**config.mk**
```make
export PLATFORM = sky130hd
export DESIGN_NAME = bl_pwm
export DESIGN_NICKNAME = d
export VERILOG_FILES = /design/src/rtl/bl_pwm_pkg.sv /design/src/rtl/bl_pwm_modcnt.sv /design/src/rtl/bl_pwm_regs.sv /design/src/rtl/bl_pwm.sv
export SDC_FILE = /design/constraint.sdc
export NUM_CORES = 1
export LEC_CHECK = 0
export BUFFER_PORTS_ARGS = -buffer_cell sky130_fd_sc_hd__buf_2
export CORE_ASPECT_RATIO = 1.25
export CORE_UTILIZATION = 52
export CTS_CLUSTER_DIAMETER = 120
export DETAILED_ROUTE_END_ITERATION = 8
export PLACE_DENSITY = 0.74
export SLEW_MARGIN = 10
export SYNTH_ARGS = -nofsm -noshare
export SYNTH_HDL_FRONTEND = slang
export SYNTH_SLANG_ARGS = --single-unit
```
**constraint.sdc**
```tcl
create_clock -name clk -period 1.9 [get_ports clk]
set_clock_uncertainty 0.05 [all_clocks]
set_input_delay 0.19 -clock clk [delete_from_list [all_inputs] [get_ports clk]]
set_output_delay 0.19 -clock clk [all_outputs]
set_load 0.1 [all_outputs]
```
**src/rtl/bl_pwm_pkg.sv**
```systemverilog
// Package: shared register offsets and reset values for the backlight PWM.
// Assumes offsets fit the address width chosen at the top level.
package bl_pwm_pkg;
    localparam int OFS_ENABLE = 0;
    localparam int OFS_LENGTH = 2;
    localparam int OFS_DUTY   = 4;
    localparam logic [7:0] DEF_LENGTH = 8'h2A;
    localparam logic [5:0] DEF_DUTY   = 6'h25;
endpackage

```
**src/rtl/bl_pwm_modcnt.sv**
```systemverilog
// Module: modulo counter with synchronous clear.
// The counter advances on adv, wraps to zero after reaching limit, and
// pulses wrap in the cycle where it advances from limit. clr wins over adv.
module bl_pwm_modcnt #(
    parameter int WIDTH = 4
) (
    input  logic             clk,
    input  logic             rst_n,
    input  logic             clr,
    input  logic             adv,
    input  logic [WIDTH-1:0] limit,
    output logic [WIDTH-1:0] count,
    output logic             wrap
);
    // Terminal pulse: advancing while sitting on the limit.
    assign wrap = adv && (count == limit);

    // Count state: clear, wrap or increment.
    always_ff @(posedge clk) begin
        if (!rst_n || clr) begin
            count <= '0;
        end else if (adv) begin
            count <= (count == limit) ? '0 : count + WIDTH'(1);
        end
    end
endmodule

```
**src/rtl/bl_pwm_regs.sv**
```systemverilog
// Module: register port for the backlight PWM.
// Holds the enable flag and the holding copies of slot length and duty.
// Reads are combinational; unmapped offsets read zero, writes there are dropped.
module bl_pwm_regs
    import bl_pwm_pkg::*;
#(
    parameter int ADDR_W = 3,
    parameter int DATA_W = 8,
    parameter int LEN_W  = 8,
    parameter int DUTY_W = 6
) (
    input  logic              clk,
    input  logic              rst_n,
    input  logic [ADDR_W-1:0] addr,
    input  logic              wr,
    input  logic [DATA_W-1:0] wdata,
    output logic [DATA_W-1:0] rdata,
    output logic              enable,
    output logic [LEN_W-1:0]  hold_len,
    output logic [DUTY_W-1:0] hold_duty
);
    logic sel_en, sel_len, sel_duty;

    // Offset decode.
    assign sel_en   = (addr == ADDR_W'(OFS_ENABLE));
    assign sel_len  = (addr == ADDR_W'(OFS_LENGTH));
    assign sel_duty = (addr == ADDR_W'(OFS_DUTY));

    // Register storage with reset defaults.
    always_ff @(posedge clk) begin
        if (!rst_n) begin
            enable    <= 1'b0;
            hold_len  <= LEN_W'(DEF_LENGTH);
            hold_duty <= DUTY_W'(DEF_DUTY);
        end else if (wr) begin
            if (sel_en)   enable    <= wdata[0];
            if (sel_len)  hold_len  <= wdata[LEN_W-1:0];
            if (sel_duty) hold_duty <= wdata[DUTY_W-1:0];
        end
    end

    // Read mux, upper bits zero-filled.
    always_comb begin
        rdata = '0;
        if (sel_en)        rdata = DATA_W'(enable);
        else if (sel_len)  rdata = DATA_W'(hold_len);
        else if (sel_duty) rdata = DATA_W'(hold_duty);
    end
endmodule

```
**src/rtl/bl_pwm.sv**
```systemverilog
// Module: backlight PWM generator (top).
// A prescaler makes a tick every PRESCALE cycles. The slot-length counter
// groups N+1 ticks into a slot, and the slot index counts 2**SLOT_W slots per
// period. The output is high from period start through slot D. Assumes a
// single clock domain; N and D are sampled into active copies at period start.
module bl_pwm #(
    parameter int ADDR_W   = 3,
    parameter int DATA_W   = 8,
    parameter int LEN_W    = 8,
    parameter int SLOT_W   = 6,
    parameter int PRESCALE = 16
) (
    input  logic              clk,
    input  logic              rst_n,
    input  logic [ADDR_W-1:0] reg_addr,
    input  logic              reg_wr,
    input  logic [DATA_W-1:0] reg_wdata,
    output logic [DATA_W-1:0] reg_rdata,
    output logic              pwm_out
);
    localparam int PRE_W = (PRESCALE > 1) ? $clog2(PRESCALE) : 1;
    localparam logic [SLOT_W-1:0] SLOT_LAST = SLOT_W'((1 << SLOT_W) - 1);

    logic              en_q;
    logic [LEN_W-1:0]  hold_len, act_len, len_cnt;
    logic [SLOT_W-1:0] hold_duty, act_duty, slot_idx;
    logic [PRE_W-1:0]  pre_cnt;
    logic              tick, running, len_wrap, period_end, start_now;

    bl_pwm_regs #(
        .ADDR_W(ADDR_W), .DATA_W(DATA_W), .LEN_W(LEN_W), .DUTY_W(SLOT_W)
    ) u_regs (
        .clk(clk), .rst_n(rst_n), .addr(reg_addr), .wr(reg_wr),
        .wdata(reg_wdata), .rdata(reg_rdata), .enable(en_q),
        .hold_len(hold_len), .hold_duty(hold_duty)
    );

    // Fixed prescaler: one tick per PRESCALE enabled cycles.
    bl_pwm_modcnt #(.WIDTH(PRE_W)) u_pre (
        .clk(clk), .rst_n(rst_n), .clr(!en_q), .adv(en_q),
        .limit(PRE_W'(PRESCALE - 1)), .count(pre_cnt), .wrap(tick)
    );

    // Slot length: N+1 ticks per slot, only once a period is running.
    bl_pwm_modcnt #(.WIDTH(LEN_W)) u_len (
        .clk(clk), .rst_n(rst_n), .clr(!en_q), .adv(tick && running),
        .limit(act_len), .count(len_cnt), .wrap(len_wrap)
    );

    // Slot index: advances at each slot end, wraps at period end.
    bl_pwm_modcnt #(.WIDTH(SLOT_W)) u_idx (
        .clk(clk), .rst_n(rst_n), .clr(!en_q), .adv(len_wrap),
        .limit(SLOT_LAST), .count(slot_idx), .wrap(period_end)
    );

    assign start_now = tick && !running;

    // Period control: run flag, active copies and output level.
    always_ff @(posedge clk) begin
        if (!rst_n || !en_q) begin
            running  <= 1'b0;
            pwm_out  <= 1'b0;
            act_len  <= '0;
            act_duty <= '0;
        end else if (start_now || period_end) begin
            running  <= 1'b1;
            pwm_out  <= 1'b1;
            act_len  <= hold_len;
            act_duty <= hold_duty;
        end else if (len_wrap) begin
            pwm_out  <= (slot_idx < act_duty);
        end
    end
endmodule

```
==> results.txt <==
Critical Path, Cell by Cell: xnor2_1, nand4_2, nor3_4, buf_4, a41oi_2, a311oi_2
r2r setup slk: 0.11 ns
Net count, final: 318
Core Region: 4197 µm²
top_reg_cell synth: dfxtp_1
Area Growth Syn to Fin: 19.94%
Inst Count DP: 344
CP arrival: 1.97 ns
measured slew at the worst slew-check pin: 0.4850 ns
Setup crit start: u_len.count[4]
CTS sink count: 49
Yosys warnings: 0
power per standard cell area: 693.6 nW/µm²
synthesized cell area: 2335 µm²
Worst-path clk slew: 0.09 ns
number of cells on the worst hold path: 3
htree depth: 2
outcome: finished, final reports clean
post-DP HPWL: 3.787 mm
critical path peak fanout: 5
Pins Over Slew Limit: 0
layout cell share with drive strength beyond 1: 21.21%
unrepaired setup endpoints after global routing: false
crit path to: u_idx.count[5]
Total Wirelength: 4.965 mm
Worst-Skew Late Latency: 0.31 ns
Std-Cell Rows: 26
DRC violations left: 0
Avg WL per Cell: 14.07 µm
Diodes inserted: 0
Initial Util: 55.64%
Syn Nets: 286
Synth top area share: 42.02%
GRT Overall Usage: 23.62%
Switching Share: 22.29%
die footprint: 4763 µm²
CTS Buffer Depth: 2
Worst Hold Class: in -> reg
Seq pwr share: 53.6%
Gate Count Post-Synth: 264
synthesis-stage register bit count: 49
Netlist cell types: 40
Synth area leaders: dfxtp_1, nand3_1, xnor2_1
CTS buffer count: 5
fin crit share: 94.34%
RePlAce Congestion: 0.7922
logic gate share of total power: 6.9%
CP required: 2.07 ns
Final Hold Vio Count: 0
CP bufs+invs: 1
Slowest-stage cell, CP: dfxtp_1
share of flip-flops with an asynchronous set or reset: 0%
GRT overflow: 0
MaxCap Viol Count: 0
vias in the first global route: 1828
Tmin final: 1.792 ns
Rel. slew slack: 67.89%
sequential area share after synthesis: 42.02%
placed cell area: 2661 µm²
Vias per Instance: 5.578
CP startpoint kind: register
Overall Power: 1942 µW
syn avg cell area: 8.844 µm²
initial DRC count: 84
Vias: 1969
Max VDD drop: 0.6664 mV
Final Cell Area: 2800 µm²
Leakage: 0.001067 µW
Die H: 76.92 µm
antenna violations before repair: 0
final setup TNS: 0 ns
Port Buffers: 22
Die W: 61.93 µm
drt first pass iters: 4
critical path's top delay family: simple AND/OR/NAND/NOR gates
first-pass GRT wire length: 8.473 mm
critical path depth in cells: 6
slowest cell delay on critical path: 0.42 ns
cell count of the worst reg-to-reg path: 6
Int Power: 1509 µW
Root Driver: clkbuf_8
Reg-to-Reg Start: u_len.count[4]
crit path capture type: register
number of synthesized flops with an enable pin: 0
Clk network pwr share: 39.5%
Net Sw Power: 432.9 µW
hold_buf cts: 0
TritonCTS clock tree: yes
Setup CP Type: reg -> reg
IO Pins: 23
endpoints failing setup: 0
final cell count without fillers: 353
final core occ: 66.73%
largest net degree at the start of global routing: 19
RR Endpoint: u_idx.count[5]
Max Clk Rate: 557.9 MHz
Detail Route Antenna Nets: 0
cell taking the most area after synthesis: dfxtp_1
==> worst min path at each step <==
stage	start	endpoint	slack, ns
floorplan	reg_wdata[1]	u_regs.hold_len[1]	0.26
global placement	reg_wdata[5]	u_regs.hold_len[5]	0.37
detailed placement	reg_wdata[3]	u_regs.hold_len[3]	0.37
CTS	reg_wdata[1]	u_regs.hold_len[1]	0.06
global route	reg_wdata[5]	u_regs.hold_len[5]	0.06
finish	reg_wdata[5]	u_regs.hold_len[5]	0.07
==> cells in the mapped netlist (all sizes together), types with 6 or more instances <==
library cell / count
ha: 8
and3: 8
nor2: 22
xnor2: 13
nand4: 6
inv: 6
nor2b: 6
o21ai: 16
dfxtp: 49
nand2: 26
clkbuf: 10
a21oi: 20
mux2i: 10
nand3: 23
==> metal layers <==
metal  up-vias  track usage [%]  wire length (µm)
met1       933            31.20              2217
li1        998                -                 -
met2        30            37.10              2532
met5         -                0                 0
met3         8            4.722               116
met4         0            8.889                99
==> final cells by class <==
cell class	instances	area, µm²
multi-input cells	196	1287
clock buffers	6	82.58
well taps	56	70.07
inverters	6	22.52
flip-flops and latches	49	982.2
repair buffers	38	317.8
clock inverters	2	37.54
fillers	355	1396
==> cells by family after synthesis <==
group / count (synthesis) / synth area share (%)
AO/OA/AOI/OAI: 60 / 16.94
adder cells (fa/ha/maj): 8 / 4.287
XOR/XNOR: 17 / 6.377
buffers and inverters: 19 / 3.912
flip-flops: 49 / 42.01
multiplexers: 10 / 4.287
AND/OR/NAND/NOR: 101 / 22.19
==> layout by cell type, fill, tap and decap left out, drive strengths merged, types with 8 or more instances in the layout <==
cell and instances:
a21oi 20, nand3 23, ha 8, mux2i 10
o21ai 16, nor2 22, dfxtp 49, buf 38
xnor2 13, nand2 26, and3 8
==> tightest hold or removal path: cells and delay by family <==
kind	cells	cell delay (ns)
simple gates	2	0.10
buf+inv	1	0.09
==> metrics by stage <==
step	hold slack [ns]	setup WS (ns)
2_1_floorplan	0.2642	0.1122
3_3_place_gp	0.3676	0.1190
3_5_place_dp	0.3733	0.04244
4_1_cts	0.05756	0.04047
5_1_grt	0.06008	0.009640
6_report	0.06530	0.1075
==> flip-flops by register name, summed over array words and instances, names as in the netlist <==
name,flops
u_pre.count,4
u_idx.count,6
act_duty,6
u_regs.hold_len,8
pwm_out,1
u_len.count,8
act_len,8
u_regs.hold_duty,6
running,1
u_regs.enable,1
==> power groups by stage <==
stage / combinational (µW) / sequential, µW / clock, µW
6_report: 134 / 1040 / 768
5_1_grt: 141 / 1040 / 838
3_5_place_dp: 134 / 1060 / 0
3_3_place_gp: 132 / 1060 / 0
2_1_floorplan: 82.6 / 1060 / 0
4_1_cts: 134 / 1040 / 784
==> repair_timing <==
action,4_1_cts,5_1_grt
buffers inserted,0,1
endpoints found under the setup margin,0,22
endpoints found under the hold margin,0,0
gates resized for setup,0,5
Note: power is estimated with default switching activity, not from simulation.
